File: config.mk
export PLATFORM = sky130hd
export DESIGN_NAME = fpu_ctx_frame_engine
export DESIGN_NICKNAME = d
export VERILOG_FILES = /design/src/rtl/fctx_pkg.sv /design/src/rtl/fctx_save_words.sv /design/src/rtl/fctx_hdr_decode.sv /design/src/rtl/fpu_ctx_frame_engine.sv
export SDC_FILE = /design/constraint.sdc
export NUM_CORES = 1
export LEC_CHECK = 0
export BUFFER_PORTS_ARGS = -buffer_cell sky130_fd_sc_hd__buf_2
export CAP_MARGIN = 10
export CORE_MARGIN = 2
export CORE_UTILIZATION = 50
export DETAILED_ROUTE_END_ITERATION = 8
export GPL_TIMING_DRIVEN = 0
export PLACE_DENSITY = 0.74
export SETUP_SLACK_MARGIN = 0.05
export SYNTH_ARGS = -nofsm -noshare
export SYNTH_HDL_FRONTEND = slang
export SYNTH_SLANG_ARGS = --single-unit
File: constraint.sdc
create_clock -name clk -period 4.35 [get_ports clk]
set_input_delay 0.435 -clock clk [delete_from_list [all_inputs] [get_ports clk]]
set_output_delay 0.435 -clock clk [all_outputs]
set_load 0.02 [all_outputs]
File: src/rtl/fctx_pkg.sv
package fctx_pkg;
  localparam int WORD_W = 32;
  localparam int IDX_W  = 3;
  localparam int SZ_W   = 8;

  typedef enum logic [1:0] {
    AM_IND     = 2'd0,
    AM_POSTINC = 2'd1,
    AM_PREDEC  = 2'd2,
    AM_REGDIR  = 2'd3
  } amode_e;

  typedef enum logic [1:0] {
    ST_IDLE = 2'd0,
    ST_XFER = 2'd1,
    ST_DONE = 2'd2
  } fstate_e;

  localparam logic [WORD_W-1:0] OLD_HEAD_WORD = 32'h1F18_0000;
  localparam logic [WORD_W-1:0] OLD_TAIL_WORD = 32'h7000_0000;
  localparam logic [WORD_W-1:0] INT_IDLE_WORD = 32'h4100_0000;
  localparam int OLD_SAVE_WORDS = 7;
  localparam int INT_SAVE_WORDS = 1;

  function automatic logic [IDX_W:0] save_len(input logic gen);
    return gen ? (IDX_W+1)'(INT_SAVE_WORDS) : (IDX_W+1)'(OLD_SAVE_WORDS);
  endfunction
endpackage

File: src/rtl/fctx_save_words.sv
module fctx_save_words
  import fctx_pkg::*;
(
  input  logic              gen_i,
  input  logic [IDX_W-1:0]  idx_i,
  output logic [WORD_W-1:0] word_o
);
  localparam logic [IDX_W-1:0] LAST_OLD = IDX_W'(OLD_SAVE_WORDS - 1);

  always_comb begin
    if (gen_i) begin
      word_o = INT_IDLE_WORD;
    end else if (idx_i == '0) begin
      word_o = OLD_HEAD_WORD;
    end else if (idx_i == LAST_OLD) begin
      word_o = OLD_TAIL_WORD;
    end else begin
      word_o = '0;
    end
  end
endmodule

File: src/rtl/fctx_hdr_decode.sv
module fctx_hdr_decode
  import fctx_pkg::*;
(
  input  logic              gen_i,
  input  logic [WORD_W-1:0] hdr_i,
  output logic [SZ_W-1:0]   extra_bytes_o,
  output logic              bad_fmt_o
);
  logic [7:0] ver_byte;
  logic [7:0] sz_byte;

  assign ver_byte = hdr_i[31:24];
  assign sz_byte  = hdr_i[23:16];

  always_comb begin
    extra_bytes_o = '0;
    bad_fmt_o     = 1'b0;
    if (ver_byte != 8'h00) begin
      if (!gen_i) begin
        unique case (sz_byte)
          8'h18:   extra_bytes_o = SZ_W'(6 * 4);
          8'h38:   extra_bytes_o = SZ_W'(14 * 4);
          8'hB4:   extra_bytes_o = SZ_W'(45 * 4);
          default: bad_fmt_o = 1'b1;
        endcase
      end else begin
        unique case (sz_byte)
          8'h00:   extra_bytes_o = '0;
          8'h30:   extra_bytes_o = SZ_W'(44);
          8'h60:   extra_bytes_o = SZ_W'(92);
          default: bad_fmt_o = 1'b1;
        endcase
      end
    end
  end
endmodule

File: src/rtl/fpu_ctx_frame_engine.sv
module fpu_ctx_frame_engine
  import fctx_pkg::*;
#(
  parameter int ADDR_W = 32
) (
  input  logic              clk,
  input  logic              rst_n,
  input  logic              start_i,
  input  logic              op_restore_i,
  input  logic [1:0]        mode_i,
  input  logic              gen_i,
  input  logic [ADDR_W-1:0] addr_i,
  output logic              mem_req_o,
  output logic              mem_we_o,
  output logic [ADDR_W-1:0] mem_addr_o,
  output logic [31:0]       mem_wdata_o,
  input  logic              mem_ready_i,
  input  logic [31:0]       mem_rdata_i,
  output logic              done_o,
  output logic              illegal_o,
  output logic              fmt_err_o,
  output logic              wb_en_o,
  output logic [ADDR_W-1:0] wb_addr_o
);
  localparam logic [ADDR_W-1:0] STEP = ADDR_W'(WORD_W / 8);

  // reset synchroniser: asserts asynchronously, releases on the clock
  logic [1:0] rst_sync_q;
  logic       rst_int_n;
  always_ff @(posedge clk or negedge rst_n) begin
    if (!rst_n) rst_sync_q <= 2'b00;
    else        rst_sync_q <= {rst_sync_q[0], 1'b1};
  end
  assign rst_int_n = rst_sync_q[1];

  fstate_e          st_q, st_d;
  logic             op_q, op_d;
  amode_e           mode_q, mode_d;
  logic             gen_q, gen_d;
  logic [ADDR_W-1:0] addr_q, addr_d;
  logic [IDX_W-1:0] idx_q, idx_d;
  logic [IDX_W:0]   rem_q, rem_d;
  logic             ill_q, ill_d;
  logic             fmt_q, fmt_d;
  logic [ADDR_W-1:0] wb_q, wb_d;
  logic             data_en;

  logic [WORD_W-1:0] save_word;
  logic [SZ_W-1:0]   extra_bytes;
  logic              bad_fmt;
  logic [ADDR_W-1:0] extra_ext;
  logic [IDX_W:0]    start_len;
  logic              start_pd;

  fctx_save_words u_words (
    .gen_i  (gen_q),
    .idx_i  (idx_q),
    .word_o (save_word)
  );

  fctx_hdr_decode u_hdr (
    .gen_i         (gen_q),
    .hdr_i         (mem_rdata_i),
    .extra_bytes_o (extra_bytes),
    .bad_fmt_o     (bad_fmt)
  );

  assign extra_ext = {{(ADDR_W-SZ_W){1'b0}}, extra_bytes};
  assign start_len = op_restore_i ? (IDX_W+1)'(1) : save_len(gen_i);
  assign start_pd  = (amode_e'(mode_i) == AM_PREDEC);

  always_comb begin
    st_d    = st_q;
    op_d    = op_q;
    mode_d  = mode_q;
    gen_d   = gen_q;
    addr_d  = addr_q;
    idx_d   = idx_q;
    rem_d   = rem_q;
    ill_d   = ill_q;
    fmt_d   = fmt_q;
    wb_d    = wb_q;
    data_en = 1'b0;
    unique case (st_q)
      ST_IDLE: begin
        if (start_i) begin
          data_en = 1'b1;
          op_d    = op_restore_i;
          mode_d  = amode_e'(mode_i);
          gen_d   = gen_i;
          fmt_d   = 1'b0;
          wb_d    = addr_i;
          rem_d   = start_len;
          addr_d  = start_pd ? addr_i - STEP : addr_i;
          idx_d   = start_pd ? IDX_W'(start_len - 1'b1) : '0;
          if (amode_e'(mode_i) == AM_REGDIR) begin
            ill_d = 1'b1;
            st_d  = ST_DONE;
          end else begin
            ill_d = 1'b0;
            st_d  = ST_XFER;
          end
        end
      end
      ST_XFER: begin
        if (mem_ready_i) begin
          data_en = 1'b1;
          if (op_q) begin
            fmt_d = bad_fmt;
            wb_d  = (mode_q == AM_PREDEC) ? addr_q - extra_ext
                                          : addr_q + STEP + extra_ext;
            st_d  = ST_DONE;
          end else if (rem_q == (IDX_W+1)'(1)) begin
            wb_d = (mode_q == AM_PREDEC) ? addr_q : addr_q + STEP;
            st_d = ST_DONE;
          end else begin
            rem_d = rem_q - 1'b1;
            if (mode_q == AM_PREDEC) begin
              addr_d = addr_q - STEP;
              idx_d  = idx_q - 1'b1;
            end else begin
              addr_d = addr_q + STEP;
              idx_d  = idx_q + 1'b1;
            end
          end
        end
      end
      default: st_d = ST_IDLE;
    endcase
  end

  always_ff @(posedge clk or negedge rst_int_n) begin
    if (!rst_int_n) st_q <= ST_IDLE;
    else            st_q <= st_d;
  end

  always_ff @(posedge clk or negedge rst_int_n) begin
    if (!rst_int_n) begin
      op_q   <= 1'b0;
      mode_q <= AM_IND;
      gen_q  <= 1'b0;
      addr_q <= '0;
      idx_q  <= '0;
      rem_q  <= '0;
      ill_q  <= 1'b0;
      fmt_q  <= 1'b0;
      wb_q   <= '0;
    end else if (data_en) begin
      op_q   <= op_d;
      mode_q <= mode_d;
      gen_q  <= gen_d;
      addr_q <= addr_d;
      idx_q  <= idx_d;
      rem_q  <= rem_d;
      ill_q  <= ill_d;
      fmt_q  <= fmt_d;
      wb_q   <= wb_d;
    end
  end

  assign mem_req_o   = (st_q == ST_XFER);
  assign mem_we_o    = (st_q == ST_XFER) && !op_q;
  assign mem_addr_o  = addr_q;
  assign mem_wdata_o = save_word;
  assign done_o      = (st_q == ST_DONE);
  assign illegal_o   = done_o && ill_q;
  assign fmt_err_o   = done_o && fmt_q;
  assign wb_en_o     = done_o && !ill_q &&
                       (mode_q == AM_POSTINC || mode_q == AM_PREDEC);
  assign wb_addr_o   = wb_q;
endmodule

Yosys cells after proc, flatten, opt, wreduce, memory -nomap -nowiden
Index checks and enable logic that the tools add are counted.
{"block": "totals", "in_bits": 72, "reg_bits": 81, "elab_cells": 112, "output_inout_bits": 102}
{"block": "op_classes", "n_reduce_logical": 20, "n_eq_ne": 19, "addsub": 9, "n_mux": 53}
{"operator": "$mux W32", "count": 14}
{"operator": "$pmux W32 S2", "count": 2}
{"operator": "$sub A32 B3 Y32 const B", "count": 2}
{"operator": "$add A32 B3 Y32 const B", "count": 1}
{"operator": "$add A32 B8 Y32", "count": 1}
{"operator": "$sub A32 B8 Y32", "count": 1}
{"operator": "$mux W31", "count": 1}
{"operator": "$mux W3", "count": 8}
{"operator": "$pmux W8 S3", "count": 1}
{"operator": "$eq A8 B6 Y1 const B", "count": 2}
{"operator": "$mux W4", "count": 4}
{"operator": "$mux W8", "count": 2}
{"operator": "$pmux W7 S2", "count": 1}
{"operator": "$mux W1", "count": 10}
{"operator": "$mux W2", "count": 5}
{"operator": "$reduce_and A5 Y1", "count": 2}
{"operator": "$eq A2 B2 Y1 const B", "count": 4}
{"operator": "$eq A8 B5 Y1 const B", "count": 1}
{"operator": "$eq A8 B7 Y1 const B", "count": 1}
{"operator": "$eq A8 B8 Y1 const B", "count": 1}
{"operator": "$logic_not A8 Y1", "count": 1}
{"operator": "$pmux W4 S2", "count": 1}
{"operator": "$reduce_bool A8 Y1", "count": 1}
{"operator": "$ne A2 B2 Y1 const B", "count": 3}
{"operator": "20 further kinds", "count": 31}

Logic depth before layout (Yosys ltp)
{"block": "depth", "ltp_word": 9, "ltp_mapped": 15, "depth_no_buf": 15}

By module
A second synthesis with hierarchy kept.
{"block": "hier_totals", "cells_unflattened": 1130, "area_unflattened_um2": 8393.0}
{"module": "fpu_ctx_frame_engine", "area_per_inst_um2": 7848.8, "instances": 1, "seq_area_each_um2": 2026.9, "cells_per_inst": 1061}
{"module": "fctx_hdr_decode", "area_per_inst_um2": 287.8, "instances": 1, "seq_area_each_um2": 0.0, "cells_per_inst": 34}
{"module": "fctx_save_words", "area_per_inst_um2": 256.5, "instances": 1, "seq_area_each_um2": 0.0, "cells_per_inst": 35}

Worst setup path before layout
Ideal clock, no wire load.
{"block": "synth_path", "path_type": "input port to flip-flop", "startpoint": "input port mem_rdata_i[29]", "endpoint": "register wb_q[13] (netlist: wb_addr_o[13])", "arrival_time_ps": 3790, "stages": 15, "slack_ps": 495, "path_buffers": 0, "required_ps": 4285, "setup_time_ps": 65, "path_cell_list": "or4_1 > nor2_1 > or3_1 > inv_1 > nor2_1 > inv_1 > ha_1 > o21ai_0 > nor2_1 > o41ai_1 > a2111oi_2 > o2bb2a_1 > o311a_1 > a2111oi_0 > o22a_1"}
{"block": "synth_between", "elab_chain_cells": 7, "elab_cells_between_ends": 8, "classes_between": "add/sub: 2; mux: 5; reduce/logical: 1"}
{"element": "start: declaration", "line": "fpu_ctx_frame_engine.sv:18", "source": "input logic [31:0] mem_rdata_i,"}
{"element": "$reduce_bool A8 Y1 *", "line": "fctx_hdr_decode.sv:18", "source": "if (ver_byte != 8'h00) begin"}
{"element": "$mux W8 *", "line": "fctx_hdr_decode.sv:18"}
{"element": "$add A32 B8 Y32 or $sub A32 B8 Y32 (tied branches)", "line": "fpu_ctx_frame_engine.sv:111, fpu_ctx_frame_engine.sv:110"}
{"element": "$mux W32 *", "line": "fpu_ctx_frame_engine.sv:110", "source": "wb_d = (mode_q == AM_PREDEC) ? addr_q - extra_ext"}
{"element": "$mux W32 *", "line": "fpu_ctx_frame_engine.sv:108", "source": "if (op_q) begin"}
{"element": "$mux W32 *", "line": "fpu_ctx_frame_engine.sv:106", "source": "if (mem_ready_i) begin"}
{"element": "$pmux W32 S2 *", "line": "fpu_ctx_frame_engine.sv:84", "source": "unique case (st_q)"}
{"element": "end signal: assignment", "line": "fpu_ctx_frame_engine.sv:157", "source": "wb_q <= wb_d;"}
{"element": "end: declaration", "line": "fpu_ctx_frame_engine.sv:45", "source": "logic [ADDR_W-1:0] wb_q, wb_d;"}
Mark *: on every way between the ends. The rest lies on a longest branch, timed or not. The select of a mux whose other input is x is not followed.
A chain may end at the register's enable or synchronous reset.

Worst setup path after layout
{"block": "layout_path", "startpoint": "input port mem_rdata_i[29]", "endpoint": "register wb_q[18] (netlist: wb_addr_o[18])"}
The elaborated chain is that of the path after synthesis.

==> results.sh <==
export IMPL_status="finished, final reports clean"
export IMPL_pin_count=174
export IMPL_period_needed_ns=4.14
export IMPL_cp_arrival_ns=4.30
export IMPL_required_ns=4.50
export IMPL_n_fill_cell=1613
export IMPL_gp_congestion=1.03
export IMPL_wl_per_cell_um=25.2
export IMPL_dp_cells=1494
export IMPL_setup_violations_final=0
export IMPL_cp_end_kind="flip-flop"
export IMPL_drt_iter0_drc=1460
export IMPL_worst_slew_pin_slew_ns=1.07
export IMPL_worst_path_max_fanout=6
export IMPL_synthArstFlopShare=1.00
export IMPL_vias=10100
export IMPL_tritoncts="built"
export IMPL_synth_seq_cells=81
export IMPL_finish_instance_area_um2=9820
export IMPL_rsz0062_at_grt="true"
export IMPL_power_density_nw_per_um2=790
export IMPL_syn_inst=1118
export IMPL_fin_cells=1513
export IMPL_num_rows=47
export IMPL_num_nets_final=1381
export IMPL_finalCritPeriodShare=0.953
export IMPL_path_clk_slew_ns=0.07
export IMPL_cts_buffers=9
export IMPL_yosysWarnings=0
export IMPL_synth_edf_count=0
export IMPL_coreArea_um2=16500
export IMPL_insertion_delay_ns=0.36
export IMPL_grt_total_usage=0.425
export IMPL_startpoint_type="input port"
export IMPL_path_class="input port to flip-flop"
export IMPL_grt_pass1_vias=9083
export IMPL_final_layout_size_suffix_gt1_frac=0.186
export IMPL_cts_buffer_depth=2
export IMPL_ys_seq_area_frac=0.243
export IMPL_syn_avg_cell_area_um2=7.47
export IMPL_io_buffers=133
export IMPL_grt_ovfl_total=0
export IMPL_drc=0
export IMPL_dieArea_um2=17800
export IMPL_maxCapViolations=0
export IMPL_cts_htree_levels=3
export IMPL_synth_flop_cell="dfrtp_1"
export IMPL_relSlewSlack=0.286
export IMPL_wl_um=38200
export IMPL_cts_sinks=81
export IMPL_die_width_um=133
export IMPL_antenna_cells=0
export IMPL_dr_pass1_iters=9
export IMPL_yosysUniqueCellTypes=89
export IMPL_antenna_found_initial=0
export IMPL_dp_hpwl_um=29000
export IMPL_areaGrowthSynthToFinish_pct=17.6
export IMPL_ant_nets=0
export IMPL_place_area_um2=9410
export IMPL_viasPerCell=6.66
export IMPL_grt_start_max_net_pins=44
export IMPL_grt_pass1_wl_um=56600
export IMPL_fp_dieH_um=133
export IMPL_fin_worst_skew_ns=0.00858
export IMPL_start_util=0.507
export IMPL_root_buffer="clkbuf_16"
export IMPL_drv_slew=0
export IMPL_hold_violations=0
export IMPL_hp_class="input port to flip-flop"
export IMPL_max_freq_mhz=241
export IMPL_ir_worst_vdd_v=0.000473
export IMPL_power_leakage_nw=3.99
export IMPL_syn_area_um2=8350
synth_stat cells (4+ instances only):
cell,count,area (um^2)
a211oi_1,13,97.6
a21o_1,8,60.1
a21oi_1,75,375
a221oi_1,5,43.8
a22oi_1,6,45.0
a2bb2oi_1,4,35.0
a31oi_1,17,106
a41oi_1,4,35.0
and2_1,8,50.1
and3_1,16,100
and4_1,9,78.8
buf_1,6,22.5
buf_2,12,60.1
buf_4,29,218
clkbuf_1,61,229
dfrtp_1,81,2030
ha_1,18,225
inv_1,33,124
mux2i_1,6,60.1
nand2_1,137,514
nand2b_1,12,75.1
nand3_1,44,220
nand4_1,24,150
nor2_1,98,368
nor2b_1,7,43.8
nor3_1,53,265
nor3_2,4,40.0
nor4_1,18,113
nor4_4,5,106
o211ai_1,5,37.5
o21a_1,11,82.6
o21ai_0,54,270
o221ai_1,10,87.6
o22a_1,5,43.8
o22ai_1,22,138
o311ai_1,4,35.0
o31ai_1,4,30.0
or2_2,8,50.1
or3_1,12,75.1
or4_1,7,52.6
xnor2_1,58,508
xor2_1,27,236
stage by stage:
| stage | utilization | hold slack [ns] | worst slack [ns] | total power, W | TNS [ns] |
|---|---|---|---|---|---|
| after floorplan | - | 0.139 | 0.495 | 0.00469 | 0 |
| after global placement | 0.569 | 0.221 | -0.843 | 0.00657 | -4.55 |
| after detailed placement | 0.571 | 0.223 | -0.888 | 0.00659 | -5.06 |
| after CTS | 0.592 | 0.272 | 0.134 | 0.00746 | 0 |
| after global routing | 0.597 | 0.298 | 0.0000129 | 0.00807 | 0 |
| final | 0.597 | 0.274 | 0.207 | 0.00776 | 0 |
worst max-delay path, cell delays in order:
cell      delay (ns)
buf_2           0.09
or4_1           0.55
nor2_2          0.26
or3_1           0.24
inv_1           0.10
nor2_1          0.16
inv_1           0.06
ha_1            0.36
a21o_1          0.17
o21ba_2         0.16
o221ai_1        0.15
a211oi_2        0.43
nand2_1         0.16
o311ai_1        0.59
xnor2_1         0.19
a41oi_1         0.17
placed cells by master, fill, tap and decap left out, drive strengths merged, types with 5 or more instances in the layout:
master / instances
a211oi: 13
a21o: 8
a21oi: 75
a221oi: 5
a22oi: 6
a31oi: 17
and2: 10
and3: 16
and4: 9
buf: 184
clkbuf: 71
conb: 24
dfrtp: 81
ha: 18
inv: 35
mux2i: 6
nand2: 137
nand2b: 12
nand3: 46
nand4: 25
nor2: 99
nor2b: 7
nor3: 57
nor4: 24
o211ai: 5
o21a: 11
o21ai: 55
o221ai: 11
o22a: 5
o22ai: 22
o311ai: 6
o31ai: 5
or2: 8
or3: 12
or4: 10
xnor2: 58
xor2: 27
kinds of logic after synthesis:
logic type	synth area share
AOI/OAI and AO/OA	0.237
xor gates and xnor gates	0.0891
adders and majority gates	0.0342
buffers and inverters	0.0795
DFF	0.243
muxes	0.0153
other	0.000899
and+or+nand+nor	0.302
metal layers:
layer	vias to the layer above	wire length, um	GRT usage
li1	4385	-	-
met2	839	15200	0.586
met3	133	6100	0.161
met1	4716	15400	0.602
met5	-	0	0
met4	0	1470	0.157
path summary, 6_finish.rpt:
check / slack [ns] / cells past startpoint / endpoint / start
max: 0.21 / 16 / wb_addr_o[18]$_DFFE_PN0P_ / mem_rdata_i[29]
min: 0.27 / 3 / mem_addr_o[1]$_DFFE_PN0P_ / addr_i[1]
max reg2reg: 0.27 / 12 / wb_addr_o[18]$_DFFE_PN0P_ / mem_addr_o[3]$_DFFE_PN0P_
min reg2reg: 0.31 / 0 / wb_addr_o[0]$_DFFE_PN0P_ / rst_sync_q[1]$_DFF_PN0_
max in group asynchronous: 3.42 / 1 / mem_addr_o[19]$_DFFE_PN0P_ / rst_sync_q[1]$_DFF_PN0_
min in group asynchronous: 0.31 / 0 / wb_addr_o[0]$_DFFE_PN0P_ / rst_sync_q[1]$_DFF_PN0_
layout make-up:
cell class	count	area, um^2	share of cell area
multi-input combinational	917	5820	0.593
sequential	81	2030	0.207
timing repair buffer	137	718	0.0731
buffer	109	541	0.0550
tap	220	275	0.0280
clock buffer	10	239	0.0243
inverter	33	124	0.0126
clock inverter	6	73.8	0.00751
registers in the layout (all words and copies together) (netlist names):
signal and flops:
op_q 1, fmt_q 1, gen_q 1, st_q 2, rem_q 4, mode_q 2, ill_q 1, idx_q 3
wb_addr_o 32, mem_addr_o 32, rst_sync_q 2
what timing repair did:
item,CTS,global route
resized for setup,4,8
hold buffers,1,0
hold endpoints to repair,2,0
endpoints found under the setup margin,4,13
pin swaps,0,1
buffers inserted,0,2
power by group:
part / internal (W) / leakage (nW) / switching [W]
Combinational: 0.00160 / 2.87 / 0.00379
Sequential: 0.00112 / 0.970 / 0.000400
Clock: 0.000469 / 0.154 / 0.000382
Power figures use the tool's default switching activity.
